File: src/rtl/sclgen_pkg.sv
package sclgen_pkg;

    // Phase of the SCL period
    typedef enum logic [1:0] {
        PH_IDLE = 2'd0,   // disabled, SCL released
        PH_LOW  = 2'd1,   // SCL driven low, counting
        PH_RISE = 2'd2,   // SCL released, waiting to read high
        PH_HIGH = 2'd3    // SCL released and high, counting
    } scl_phase_e;

endpackage

File: src/rtl/sclgen_prescale.sv
module sclgen_prescale #(
    parameter int PRE_W = 2
) (
    input  logic             clk_i,
    input  logic             rst_ni,
    input  logic             run_i,
    input  logic [PRE_W-1:0] div_i,
    output logic             tick_o
);

    typedef struct packed {
        logic [PRE_W-1:0] cnt;
    } pre_state_t;

    pre_state_t st_d, st_q;

    always_comb begin
        st_d = st_q;
        if (!run_i) begin
            st_d.cnt = '0;
        end else if (st_q.cnt == div_i) begin
            st_d.cnt = '0;
        end else begin
            st_d.cnt = st_q.cnt + 1'b1;
        end
    end

    assign tick_o = run_i && (st_q.cnt == div_i);

    always_ff @(posedge clk_i or negedge rst_ni) begin
        if (!rst_ni) begin
            st_q <= '0;
        end else begin
            st_q <= st_d;
        end
    end

endmodule

File: src/rtl/sclgen_phase_ctl.sv
module sclgen_phase_ctl
    import sclgen_pkg::*;
#(
    parameter int CNT_W = 9
) (
    input  logic             clk_i,
    input  logic             rst_ni,
    input  logic             en_i,
    input  logic             tick_i,
    input  logic [CNT_W-1:0] half_i,
    input  logic [CNT_W-1:0] mid_i,
    input  logic             scl_in_i,
    output scl_phase_e       phase_o,
    output logic             start_o,
    output logic             scl_low_o,
    output logic             shift_stb_o,
    output logic             sample_stb_o
);

    typedef struct packed {
        scl_phase_e       ph;
        logic [CNT_W-1:0] cnt;
    } ctl_state_t;

    ctl_state_t st_d, st_q;
    logic       last_tick;

    assign last_tick = (st_q.cnt == half_i - 1'b1);

    always_comb begin
        st_d    = st_q;
        start_o = 1'b0;
        if (!en_i) begin
            st_d.ph  = PH_IDLE;
            st_d.cnt = '0;
        end else begin
            unique case (st_q.ph)
                PH_IDLE: begin
                    st_d.ph  = PH_LOW;
                    st_d.cnt = '0;
                    start_o  = 1'b1;
                end
                PH_LOW: begin
                    if (tick_i) begin
                        if (last_tick) begin
                            st_d.ph  = PH_RISE;
                            st_d.cnt = '0;
                        end else begin
                            st_d.cnt = st_q.cnt + 1'b1;
                        end
                    end
                end
                PH_RISE: begin
                    if (tick_i && scl_in_i) begin
                        st_d.ph  = PH_HIGH;
                        st_d.cnt = '0;
                    end
                end
                PH_HIGH: begin
                    if (tick_i) begin
                        if (last_tick) begin
                            st_d.ph  = PH_LOW;
                            st_d.cnt = '0;
                            start_o  = 1'b1;
                        end else begin
                            st_d.cnt = st_q.cnt + 1'b1;
                        end
                    end
                end
                default: begin
                    st_d.ph  = PH_IDLE;
                    st_d.cnt = '0;
                end
            endcase
        end
    end

    assign phase_o      = st_q.ph;
    assign scl_low_o    = (st_q.ph == PH_LOW);
    assign shift_stb_o  = tick_i && (st_q.ph == PH_LOW)  && (st_q.cnt == mid_i);
    assign sample_stb_o = tick_i && (st_q.ph == PH_HIGH) && (st_q.cnt == mid_i);

    always_ff @(posedge clk_i or negedge rst_ni) begin
        if (!rst_ni) begin
            st_q <= '{ph: PH_IDLE, cnt: '0};
        end else begin
            st_q <= st_d;
        end
    end

endmodule

File: src/rtl/i2c_scl_timer.sv
module i2c_scl_timer
    import sclgen_pkg::*;
#(
    parameter int PRE_W      = 2,
    parameter int STEP_W     = 6,
    parameter int BASE_TICKS = 20,
    parameter int STEP_TICKS = 8
) (
    input  logic                    clk_i,
    input  logic                    rst_ni,
    input  logic                    enable_i,
    input  logic [PRE_W+STEP_W-1:0] clk_ctrl_i,
    input  logic                    scl_in_i,
    output logic                    scl_low_o,
    output logic                    shift_stb_o,
    output logic                    sample_stb_o
);

    localparam int CTRL_W    = PRE_W + STEP_W;
    localparam int HALF_BASE = BASE_TICKS / 2;
    localparam int HALF_STEP = STEP_TICKS / 2;
    localparam int HALF_MAX  = HALF_BASE + HALF_STEP * ((2 ** STEP_W) - 1);
    localparam int CNT_W     = $clog2(HALF_MAX + 1);

    typedef struct packed {
        logic [STEP_W-1:0] step;
        logic [PRE_W-1:0]  pre;
    } cfg_t;

    cfg_t             cfg_d, cfg_q;
    logic             period_start;
    logic             tick;
    logic             run;
    scl_phase_e       phase;
    logic [CNT_W-1:0] half;
    logic [CNT_W-1:0] mid;

    // Configuration follows the input while idle, freezes per period
    always_comb begin
        cfg_d = cfg_q;
        if (!enable_i || period_start) begin
            cfg_d = cfg_t'(clk_ctrl_i);
        end
    end

    always_ff @(posedge clk_i or negedge rst_ni) begin
        if (!rst_ni) begin
            cfg_q <= '0;
        end else begin
            cfg_q <= cfg_d;
        end
    end

    always_comb begin
        half = CNT_W'(HALF_BASE) + CNT_W'(HALF_STEP) * CNT_W'(cfg_q.step);
        mid  = half >> 1;
    end

    assign run = enable_i && (phase != PH_IDLE);

    sclgen_prescale #(
        .PRE_W (PRE_W)
    ) u_prescale (
        .clk_i  (clk_i),
        .rst_ni (rst_ni),
        .run_i  (run),
        .div_i  (cfg_q.pre),
        .tick_o (tick)
    );

    sclgen_phase_ctl #(
        .CNT_W (CNT_W)
    ) u_phase (
        .clk_i        (clk_i),
        .rst_ni       (rst_ni),
        .en_i         (enable_i),
        .tick_i       (tick),
        .half_i       (half),
        .mid_i        (mid),
        .scl_in_i     (scl_in_i),
        .phase_o      (phase),
        .start_o      (period_start),
        .scl_low_o    (scl_low_o),
        .shift_stb_o  (shift_stb_o),
        .sample_stb_o (sample_stb_o)
    );

endmodule

File: config.mk
export PLATFORM = sky130hd
export DESIGN_NAME = i2c_scl_timer
export DESIGN_NICKNAME = d
export VERILOG_FILES = /design/src/rtl/sclgen_pkg.sv /design/src/rtl/sclgen_prescale.sv /design/src/rtl/sclgen_phase_ctl.sv /design/src/rtl/i2c_scl_timer.sv
export SDC_FILE = /design/constraint.sdc
export NUM_CORES = 1
export LEC_CHECK = 0
export BUFFER_PORTS_ARGS = -buffer_cell sky130_fd_sc_hd__buf_2
export CAP_MARGIN = 20
export CORE_MARGIN = 4
export CORE_UTILIZATION = 40
export DETAILED_ROUTE_END_ITERATION = 8
export HOLD_SLACK_MARGIN = 0.05
export PLACE_DENSITY = 0.66
export SLEW_MARGIN = 20
export SYNTH_ARGS = -nofsm -noshare
export SYNTH_HDL_FRONTEND = slang
export SYNTH_SLANG_ARGS = --single-unit
File: constraint.sdc
create_clock -name clk_i -period 3.15 [get_ports clk_i]
set_clock_uncertainty 0.15 [all_clocks]
set_input_delay 0.63 -clock clk_i [delete_from_list [all_inputs] [get_ports clk_i]]
set_output_delay 0.63 -clock clk_i [all_outputs]
set_load 0.01 [all_outputs]
# == Word-level counts from Yosys, hierarchy flattened ==
# Index checks and enable logic that the tools add are counted.
# Widths: inputs -> output; s select.
# word_totals
in_bits,12
word_cells,47
output_inout_bits,3
ff_bits,21
# classes
n_reduce_logical,13
n_eq_ne,11
n_addsub,4
mux,14
# op_table
op,n
$mux 11,4
$pmux 11 s4,1
$ne 3x2->1 const B,5
$add 4x8->9 const A,1
$add 9x1->9 const B,1
$eq 9x8->1,1
$eq 9x9->1,1
$mux 9,1
$sub 9x1->9 const B,1
$mux 2,4
$logic_and 1x1->1,7
$reduce_and 5->1,1
$eq 2x2->1 const B,2
$mux 1,3
$reduce_and 3->1,1
$add 2x1->2 const B,1
$eq 2x1->1 const B,1
$eq 2x2->1,1
$logic_not 2->1,1
$pmux 1 s2,1
$reduce_bool 2->1,1
$logic_not 1->1,1
$logic_or 1x1->1,1

# == Depth between registers and ports, before layout ==
# Gate-level depths: netlist of run 1.
# depth
depth_word,8
depth_mapped,8
mapped_depth_nobuf,7

# == Cells and area by module ==
# From an unflattened synthesis of run 1, not the netlist that was laid out.
# hier_totals
hier_cells,190
area_unflattened_um2,1781.7
# modules_own_cells
module,instances,seq_area_each_um2,cells_per_inst,area_each_um2
sclgen_phase_ctl,1,275.3,146,1237.4
i2c_scl_timer,1,200.2,31,417.9
sclgen_prescale,1,50.0,13,126.4

# == Worst setup path after synthesis of run 1 ==
# OpenSTA, ideal clock, no wires.
# synth_path
path_kind,register to output
start,reg cfg_q[3] (netlist name)
end,out sample_stb_o
required_ns,2.370
arrival_ns,1.729
n_path_buf,0
slack_ns,0.641
path_stages_with_launch,6
cell_sequence,dfrtp_1 > ha_1 > nand2_1 > or4_1 > a2111oi_0 > and2_1
# synth_via
elab_chain_len,3
# synth_rtl
item,line_no,source
"start, declared",i2c_scl_timer.sv:30,"cfg_t cfg_d, cfg_q;"
"start signal, assigned",i2c_scl_timer.sv:50,cfg_q <= cfg_d;
$add 4x8->9,i2c_scl_timer.sv:55,half = CNT_W'(HALF_BASE) + CNT_W'(HALF_STEP) * CNT_W'(cfg_q.step);
$eq 9x8->1,sclgen_phase_ctl.sv:81,assign sample_stb_o = tick_i && (st_q.ph == PH_HIGH) && (st_q.cnt == mid_i);
$logic_and 1x1->1,sclgen_phase_ctl.sv:81,
"end, declared",i2c_scl_timer.sv:16,output logic sample_stb_o
# No other way between the ends.

# == Worst setup path in the final report of run 1 ==
# layout_path
start,"reg u_phase.st_q, in the netlist u_phase.phase_o[0]"
end,out shift_stb_o
# layout_via
elab_chain_len,5
elab_cells_between_ends,6
classes_between,1 x eq/ne; 5 x reduce/logical
# layout_rtl
item,line_no,source
"start, declared",sclgen_phase_ctl.sv:25,"ctl_state_t st_d, st_q;"
"start signal, assigned",sclgen_phase_ctl.sv:85,"st_q <= '{ph: PH_IDLE, cnt: '0};"
"start signal, assigned",sclgen_phase_ctl.sv:87,st_q <= st_d;
$reduce_bool 2->1,i2c_scl_timer.sv:59,assign run = enable_i && (phase != PH_IDLE);
$logic_and 1x1->1,i2c_scl_timer.sv:59,
$logic_and 1x1->1,sclgen_prescale.sv:28,assign tick_o = run_i && (st_q.cnt == div_i);
$logic_and 1x1->1 * (2 in series),sclgen_phase_ctl.sv:80,assign shift_stb_o = tick_i && (st_q.ph == PH_LOW) && (st_q.cnt == mid_i);
"end, declared",i2c_scl_timer.sv:15,"output logic shift_stb_o,"
# Mark *: on every way between the ends. The rest lies on a longest branch, timed or not.

==> summary.txt, run 1 <==
Layout
  – Commonest non-fill, non-tap cell in the layout: dfrtp_1
  – Most frequent cells in the layout: 21 x dfrtp_1, 14 x buf_2, 12 x nand2_1, 12 x a21oi_1, 9 x nor2_1
  – # nets final: between 150 and 200
  – ANT cells: 0
  – Final std cells w/o fill: ~220
  – Synthesis-to-finish area growth: 10.4%
  – Share of layout cells above drive strength 1: 0.239

Clock tree
  – CTS H-tree depth: 1
  – Worst skew pair latency: around 0.27 ns
  – CTS tree: yes
  – Sink Count: 21
  – Clock Tree Buf Depth: 2
  – Cts hold-fix bufs: 0
  – Clock transition at the registers of the reported paths: around 0.080 ns
  – Root Driver: clkbuf_8
  – Num CTS Buffers: 3

Logic synthesis
  – Primary FF master, synth: dfrtp_1
  – Post-synth ARST share: 1.00
  – Synth top area cells: dfrtp_1 34%, mux2_2 5.8%, ha_1 5.6%
  – Cell count after synthesis: about 160
  – Largest area contributor in the netlist: dfrtp_1
  – Yosys cell types: 45
  – Ys Warns: 0
  – Mapped Avg Cell Area: between 9 and 10 um^2
  – Syn Std Cell Area: between 1500 and 2000 um^2
  – Post-synthesis sequential area ratio: 0.338
  – Top-area cell type share of the netlist area: 0.338
  – Register bit total from synthesis: 21
  – Synth Net Count: roughly 180
  – EDFF count, synth: 0

Setup path
  – CP Data Arrival Time: 2.19 ns
  – Worst Setup EP: shift_stb_o
  – R2R Setup Slk: 0.52 ns
  – CP startpoint: u_phase.phase_o[0]
  – Crit end category: output port
  – Crit path max fanout: 4
  – WP data required: 2.37 ns
  – Crit path kind: reg2out
  – Reg2reg end: u_phase.phase_o[0]
  – Reg2reg start: u_phase.phase_o[0]
  – Critical Path Source Type: flip-flop
  – Reg2reg path depth: 9

STA
  – Rel. slew slack: 0.582
  – Setup TNS: 0 ns
  – Actual slew at the worst max-slew pin: 0.625 ns
  – Part of the cycle the worst path needs: 0.942
  – FMAX: roughly 0.34 GHz
  – Max-slew violations: 0
  – Final min period: between 2 and 3 ns
  – Fin. Hold Viols: 0
  – # setup viols final: 0
  – RSZ-0062 raised after global routing: no

Die
  – Die footprint: approximately 4900 um^2
  – Chip height: ~70 um
  – IO Count: 15
  – Die X: between 70 and 80 um
  – Placeable core region: about 3700 um^2
  – Cell Rows: 22
  – Effective utilization at floorplan: 0.418

Placed design
  – Placed insts: roughly 220
  – Final GP Congestion: approximately 0.8
  – Post-DP HPWL: about 2600 um
  – Buffers on Ports: 14

Global routing
  – Gr usage total: 0.143
  – Total grt overflow: 0
  – Initial antenna violation count: 0
  – Largest net degree at the start of global routing: 22
  – Vias in the first global route: approximately 1300
  – First-pass GRT wire length: slightly below 6000 um

Power
  – Combinational share of power: 0.492
  – Worst VDD drop: approximately 0.24 mV
  – Sw Share: 0.427
  – P_sw: ~500 uW
  – PwrDens: about 680 nW/um^2
  – Leak Pwr: 0.706 nW
  – Power share of the sequential group: 0.354
  – Pint: 668 uW
  – Clock Power Share: 0.154

Hold path
  – Worst Hold Class: in2async

Status
  – Outcome: finished, final reports clean

Drt
  – DR vias: about 1300
  – Antenna-violating nets left: 0
  – Routed len/inst: 15.0 um
  – First DRT Iteration DRCs: between 60 and 70
  – DRC violations left: 0
  – WL final: around 3400 um
  – Vias per cell: 5.71
  – DRT Pass-1 Iters: 4

Flow run
  – Max-Cap Viols: 0
-- worst max-delay path: stages, from the launching register on --
cell       delay [ns]
dfrtp_1          0.40
inv_1            0.08
ha_1             0.20
nand2b_1         0.16
nor3_1           0.25
nand4_1          0.15
a2111oi_2        0.39
and2_1           0.17
buf_2            0.12
-- logic make-up (layout without fill, tap and decap cells) --
logic type,count (synthesis),in the layout,share of synthesized area
buffers and inverters,16,30,0.0516
multiplexers,8,8,0.0580
AND/OR/NAND/NOR,56,56,0.210
flip-flops,21,21,0.338
adder cells (fa/ha/maj),8,8,0.0637
XOR/XNOR,17,17,0.101
AO/OA/AOI/OAI,36,36,0.177
-- through the flow --
stage               power (mW)  area [um^2]  setup WS [ns]  hold slack (ns)   util
CTS                       1.16         1700         0.0596            0.186  0.458
floorplan                0.856         1550          0.641            0.184      -
global placement         0.951         1660          0.373            0.333  0.445
detailed placement       0.975         1660          0.347            0.362  0.445
global route              1.25         1710         0.0306            0.217  0.461
finish                    1.17         1710          0.182            0.171  0.461
-- power groups by stage --
stage / combinational, mW / clock, mW / sequential [mW]
6_report: 0.574 / 0.179 / 0.413
5_1_grt: 0.637 / 0.190 / 0.420
4_1_cts: 0.559 / 0.184 / 0.413
3_5_place_dp: 0.557 / 0 / 0.418
3_3_place_gp: 0.537 / 0 / 0.414
2_1_floorplan: 0.467 / 0 / 0.389
-- final cells by class --
class	count	area (um^2)
clock buffers	4	45.0
fillers	353	2000
inverters	8	30.0
multi-input cells	125	953
flip-flops and latches	21	526
well taps	48	60.1
repair buffers	18	100
-- synthesized netlist by cell type (all sizes together), types with 2 or more instances --
cell type,count
dfrtp,21
a21oi,12
nand2,12
nor2,9
xnor2,9
inv,8
mux2,8
xor2,8
ha,7
nor3,7
buf,6
o21ai,6
nand3,4
nand4,4
a2111oi,3
and2,3
and4,3
o31ai,3
a41oi,2
and3,2
clkbuf,2
nand2b,2
o221ai,2
o311ai,2
o32ai,2
or2,2
or3,2
-- flip-flops by register name, summed over array words and instances, names as in the netlist --
| name | flops |
|---|---|
| cfg_q | 8 |
| u_phase.phase_o | 2 |
| u_phase.st_q | 9 |
| u_prescale.st_q | 2 |
-- metal layers --
layer | part of all wire | routed length, um | vias to the layer above | global-route usage
met5 | 0 | 0 | - | 0
met4 | 0.013 | 45 | 0 | 0.0447
met3 | 0.029 | 97 | 4 | 0.0129
met2 | 0.52 | 1740 | 29 | 0.258
met1 | 0.44 | 1480 | 621 | 0.178
li1 | - | - | 625 | -
-- worst min-delay path by stage --
stage                         end  depth (start not counted)                from
3_3_place_gp   u_prescale.st_q[0]                          1  u_prescale.st_q[0]
4_1_cts        u_prescale.st_q[0]                          1              rst_ni
3_5_place_dp   u_prescale.st_q[0]                          1  u_prescale.st_q[0]
5_1_grt        u_prescale.st_q[0]                          1              rst_ni
2_1_floorplan            cfg_q[0]                          0              rst_ni
6_report          u_phase.st_q[8]                          1              rst_ni
-- repair_timing --
item | CTS | global route
setup endpoints to repair | 0 | 2
buffers inserted | 0 | 0
gates resized for setup | 0 | 2
(Power assumes the default switching activity.)
==> run 2: changes to the inputs <==
GPL_TIMING_DRIVEN = 0   (was unset)
clock period = 3.54 ns   (was 3.15 ns; I/O delays follow)
==> summary.txt, run 2 (synthesis results as in run 1) <==
Status
  – Outcome: finished, final reports clean

Layout
  – Most frequent cells in the layout: 21 x dfrtp_1, 18 x buf_2, 12 x nand2_1, 12 x a21oi_1, 9 x nor2_1
  – Top reg by flops: u_phase.st_q
  – ANT cells: 0 (unchanged)
  – Commonest non-fill, non-tap cell in the layout: dfrtp_1
  – Synthesis-to-finish area growth: 12.0%
  – Largest register FFs: 9 (unchanged)
  – Share of layout cells above drive strength 1: 0.250 (+0.0114)
  – Largest regs: u_phase.st_q (9), cfg_q (8)
  – # nets final: 200 (+2.0%)

Drt
  – DR vias: 1289 (+0.78%)
  – Routed len/inst: 14.4 um (-3.7%)
  – DRT Pass-1 Iters: 4 (unchanged)
  – Vias per cell: 5.65 (-0.99%)
  – DRC violations left: 0 (unchanged)
  – WL final: 3290 um (-2.0%)
  – First DRT Iteration DRCs: 98 (+48%)
  – Antenna-violating nets left: 0 (unchanged)

Die
  – Effective utilization at floorplan: 0.418 (unchanged)
  – Die X: 70.3 um (unchanged)
  – Placeable core region: 3720 um^2 (unchanged)
  – IO Count: 15 (unchanged)
  – Cell Rows: 22 (unchanged)
  – Die footprint: 4940 um^2 (unchanged)
  – Chip height: 70.3 um (unchanged)

Clock tree
  – Sink Count: 21 (unchanged)
  – Root Driver: clkbuf_8
  – CTS H-tree depth: 1 (unchanged)
  – Clock Tree Buf Depth: 2 (unchanged)
  – CTS tree: yes
  – Clock transition at the registers of the reported paths: 0.08 ns (about the same)
  – Worst skew pair latency: 0.26 ns (about the same)
  – Setup Fix Bufs, Post-CTS: 0 (unchanged)
  – Num CTS Buffers: 3 (unchanged)

Global routing
  – GR met3 Demand/Resource: 0.0129 (unchanged)
  – M1 GR Usage: 0.176 (-0.00235)
  – First-pass GRT wire length: 5610 um (-3.0%)
  – Initial antenna violation count: 0 (unchanged)
  – Met2 Track Usage GR: 0.237 (-0.0208)
  – Largest net degree at the start of global routing: 22 (unchanged)
  – Grt peak-use layer: met2
  – Gr usage total: 0.138 (-0.00530)
  – Vias in the first global route: 1300 (+3.1%)
  – Total grt overflow: 0 (unchanged)

Power
  – Clock Power Share: 0.151 (-0.003)
  – Worst VDD drop: 0.253 mV (+7.8%)
  – Combinational share of power: 0.503 (+0.011)
  – Pint: 599 uW (-10%)
  – Total Power: 1.04 mW (-11%)
  – PwrDens: 599 nW/um^2 (-12%)
  – Sw Share: 0.425 (-0.00233)
  – Power share of the sequential group: 0.346 (-0.008)
  – P_sw: 442 uW (-11%)
  – Leak Pwr: 0.722 nW (+2.3%)

STA
  – Hold slack final: 0.243 ns (+0.0719 ns)
  – Rel. slew slack: 0.579 (-0.00292)
  – Fin. Hold Viols: 0 (unchanged)
  – Final min period: around 3.4 ns
  – Setup TNS: 0 ns (unchanged)
  – # setup viols final: 0 (unchanged)
  – FMAX: 0.298 GHz
  – Part of the cycle the worst path needs: 0.947
  – Max-slew violations: 0 (unchanged)
  – RSZ-0062 raised after global routing: no
  – Actual slew at the worst max-slew pin: 0.629 ns (+0.00436 ns)

Setup path
  – Crit path max fanout: 6 (+2)
  – Crit end category: output port
  – CP Data Arrival Time: 2.50 ns (+0.31 ns)
  – Worst Setup EP: shift_stb_o
  – WP data required: 2.68 ns (+0.31 ns)
  – Crit path kind: reg2out
  – Reg2reg start: u_phase.phase_o[0]
  – Reg2reg end: u_phase.phase_o[0]
  – Critical Path Source Type: flip-flop
  – R2R Setup Slk: 1.03 ns (+0.51 ns)
  – Reg2reg path depth: 7 (-2)
  – CP startpoint: u_phase.phase_o[0]

Flow run
  – Max-Cap Viols: 0 (unchanged)

Placed design
  – Final GP Congestion: 0.873 (+6.2%)
  – Post-DP HPWL: 2530 um (-4.0%)
  – Buffers on Ports: 14 (unchanged)

Hold path
  – Worst Hold Class: in2async
[run 2: changes by cell type in the layout (fill, tap and decap cells not counted), sizes merged]
cell    delta
buf        +2
clkbuf     +2
[run 2: how the worst min path moves through the flow]
stage	startpoint	endpoint	slack, ns	cells after the start
global placement	u_prescale.st_q[0]	u_prescale.st_q[0]	0.33	1
finish	rst_ni	u_phase.st_q[6]	0.24	1
global route	rst_ni	u_phase.st_q[5]	0.28	1
detailed placement	u_prescale.st_q[0]	u_prescale.st_q[0]	0.36	1
CTS	rst_ni	u_phase.st_q[6]	0.26	1
floorplan	rst_ni	cfg_q[0]	0.26	0
[run 2: repair_timing]
action	CTS	global route
hold endpoints to repair	0	0
endpoints found under the setup margin	2	2
hold buffers	0	0
gates resized for setup	2	1
[run 2: area by class of cell]
class	count	area, um^2
Clock buffer	4	45.0
Fill cell	358	1980
Sequential cell	21	526
Buffer	8	50.0
Timing Repair Buffer	14	70.1
Multi-Input combinational cell	125	958
Inverter	8	30.0
Tap cell	48	60.1
[run 2: per-layer routing]
layer / share of wire / up-vias
met1: 0.46 / 633
li1: - / 625
met4: 0.012 / 0
met5: 0 / -
met3: 0.026 / 4
met2: 0.51 / 27
[run 2: power groups by stage]
stage	sequential (mW)	clock [mW]	combinational [mW]
after global placement	0.359	0	0.492
final	0.360	0.157	0.524
after global routing	0.370	0.170	0.577
after detailed placement	0.364	0	0.511
after CTS	0.360	0.161	0.518
after floorplan	0.346	0	0.415
[run 2: stage by stage]
step / area [um^2] / utilization / std cells / worst slack (ns)
final: 1740 / 0.468 / 228 / 0.186
after CTS: 1730 / 0.467 / 228 / 0.103
after floorplan: 1550 / - / 162 / 0.953
after detailed placement: 1680 / 0.453 / 224 / 0.149
after global routing: 1740 / 0.468 / 228 / 0.0630
after global placement: 1680 / 0.453 / 224 / 0.171
[run 2: critical path: stages, from the launching register on]
cell and delay (ns):
dfrtp_1 0.42, inv_1 0.09, ha_1 0.22, nand2b_1 0.25, nor3_2 0.31, nand4_1 0.18
a2111oi_2 0.44, and2_1 0.18, buf_2 0.12
==> run 3: changes to the inputs <==
REMOVE_ABC_BUFFERS = 1   (was unset)
==> summary.txt, run 3 (synthesis results as in run 1) <==
Setup path
  – WP data required: 2.68 ns (about the same)
  – R2R Setup Slk: 0.80 ns (-0.23 ns)
  – Cell family with most CP delay: simple AND/OR/NAND/NOR gates
  – Critical Path Source Type: flip-flop
  – CP startpoint: u_phase.phase_o[1]
  – Crit end category: output port
  – Reg2reg start: u_phase.phase_o[1]
  – Slowest CP cell: a2111oi_2
  – Worst path buffer plus inverter count: 2 (unchanged)
  – Crit path kind: reg2out
  – Crit path max fanout: 6 (unchanged)
  – CP Data Arrival Time: 2.42 ns (-0.08 ns)
  – Worst-path cell chain: inv_1 -> ha_1 -> nand2b_1 -> nor3_2 -> nand4_1 -> a2111oi_2 -> and2_1 -> buf_2
  – Max stage delay on crit path: 0.43 ns (about the same)

Die
  – IO Count: 15 (unchanged)
  – Chip height: 70.3 um (unchanged)
  – Effective utilization at floorplan: 0.418 (unchanged)
  – Placeable core region: 3720 um^2 (unchanged)
  – Cell Rows: 22 (unchanged)
  – Die footprint: 4940 um^2 (unchanged)
  – Die X: 70.3 um (unchanged)

Drt
  – Routed len/inst: 14.8 um (+2.5%)
  – DRT Pass-1 Iters: 4 (unchanged)
  – DRC violations left: 0 (unchanged)
  – Vias per cell: 5.65 (-0.14%)
  – First DRT Iteration DRCs: 87 (-11%)
  – WL final: 3260 um (-1.1%)
  – DR vias: 1242 (-3.6%)
  – Antenna-violating nets left: 0 (unchanged)

Status
  – Outcome: finished, final reports clean

Clock tree
  – CTS tree: yes
  – Root Driver: clkbuf_8
  – Sink Count: 21 (unchanged)
  – Clock Tree Buf Depth: 2 (unchanged)
  – Worst skew pair latency: 0.26 ns (about the same)
  – Clock transition at the registers of the reported paths: 0.08 ns (about the same)
  – CTS H-tree depth: 1 (unchanged)
  – Num CTS Buffers: 3 (unchanged)
  – Cts hold-fix bufs: 0 (unchanged)

Global routing
  – Vias in the first global route: 1209 (-7.0%)
  – Gr usage total: 0.136 (-0.00226)
  – First-pass GRT wire length: 5510 um (-1.8%)
  – Initial antenna violation count: 0 (unchanged)
  – Total grt overflow: 0 (unchanged)
  – Largest net degree at the start of global routing: 22 (unchanged)

Power
  – Leak Pwr: 0.686 nW (-5.0%)
  – PwrDens: 604 nW/um^2 (+0.91%)
  – Worst VDD drop: 0.206 mV (-19%)

Layout
  – Synthesis-to-finish area growth: 8.78%
  – ANT cells: 0 (unchanged)
  – Largest regs: u_phase.st_q (9), cfg_q (8)
  – Share of layout cells above drive strength 1: 0.227 (-0.0233)
  – Commonest non-fill, non-tap cell in the layout: dfrtp_1
  – # nets final: 192 (-4.0%)
  – Most frequent cells in the layout: 21 x dfrtp_1, 14 x buf_2, 12 x nand2_1, 12 x a21oi_1, 9 x nor2_1
  – Top reg by flops: u_phase.st_q
  – Largest register FFs: 9 (unchanged)

STA
  – FMAX: 0.305 GHz (+2.2%)
  – Actual slew at the worst max-slew pin: 1.15 ns (+0.523 ns)
  – Final min period: 3.28 ns (-0.0720 ns)
  – Fin worst setup slack: 0.258 ns (+0.0720 ns)
  – Setup TNS: 0 ns (unchanged)
  – Part of the cycle the worst path needs: 0.927 (-0.0203)
  – Fin. Hold Viols: 0 (unchanged)
  – Max-slew violations: 0 (unchanged)
  – Rel. slew slack: 0.229 (-0.350)
  – # setup viols final: 0 (unchanged)
  – RSZ-0062 raised after global routing: no

Hold path
  – Worst Hold Class: in2async

Placed design
  – Buffers on Ports: 14 (unchanged)
  – Final GP Congestion: 0.798 (-8.6%)
  – Worst slack at placement: 0.154 ns (+0.00475 ns)
  – Post-DP HPWL: 2440 um (-3.3%)

Flow run
  – Max-Cap Viols: 0 (unchanged)
==> run 3: changes by cell type in the layout (fill, tap and decap cells not counted), sizes merged <==
| cell | previous run | this run |
|---|---|---|
| buf | 20 | 14 |
| clkbuf | 6 | 4 |
==> run 3: area by class of cell <==
class                           count  area (um^2)
Sequential cell                    21          526
Clock buffer                        4         45.0
Fill cell                         353         2030
Tap cell                           48         60.1
Inverter                            8         30.0
Multi-Input combinational cell    125          958
Timing Repair Buffer               14         70.1
==> run 3: timing repair <==
| action | CTS | global route |
|---|---|---|
| setup buffers | 0 | 0 |
| gates cloned | 0 | 0 |
| resized for setup | 1 | 2 |
| setup endpoints to repair | 2 | 2 |
| hold endpoints to repair | 0 | 0 |
==> run 3: routing by layer <==
layer | up-vias | global-route usage | wire length, um
met4 | 0 | 0.0447 | 41
met2 | 28 | 0.230 | 1600
met1 | 594 | 0.179 | 1490
met5 | - | 0 | 0
li1 | 615 | - | -
met3 | 5 | 0.0144 | 125
==> run 3: metrics by stage <==
step                      cell area (um^2)  total power [mW]  hold WS [ns]  instances   util
final                                 1690              1.02         0.254        220  0.455
after global routing                  1690              1.10         0.293        220  0.455
after CTS                             1680              1.02         0.266        220  0.452
after detailed placement              1630             0.855         0.343        216  0.439
after global placement                1630             0.831         0.336        216  0.439
after floorplan                       1500             0.746         0.262        154      -
==> run 3: power by group <==
group	switching [mW]	internal [mW]
registers	0.0728	0.292
logic	0.285	0.215
clock network	0.0755	0.0801
total	0.433	0.587
==> run 3: path summary, 6_finish.rpt <==
kind / to / depth (start not counted)
max: shift_stb_o / 8
min: cfg_q[5] / 1
max reg2reg: u_phase.st_q[7] / 7
min reg2reg: u_prescale.st_q[0] / 1
max in group asynchronous: u_prescale.st_q[1] / 1
min in group clk_i: u_prescale.st_q[0] / 1
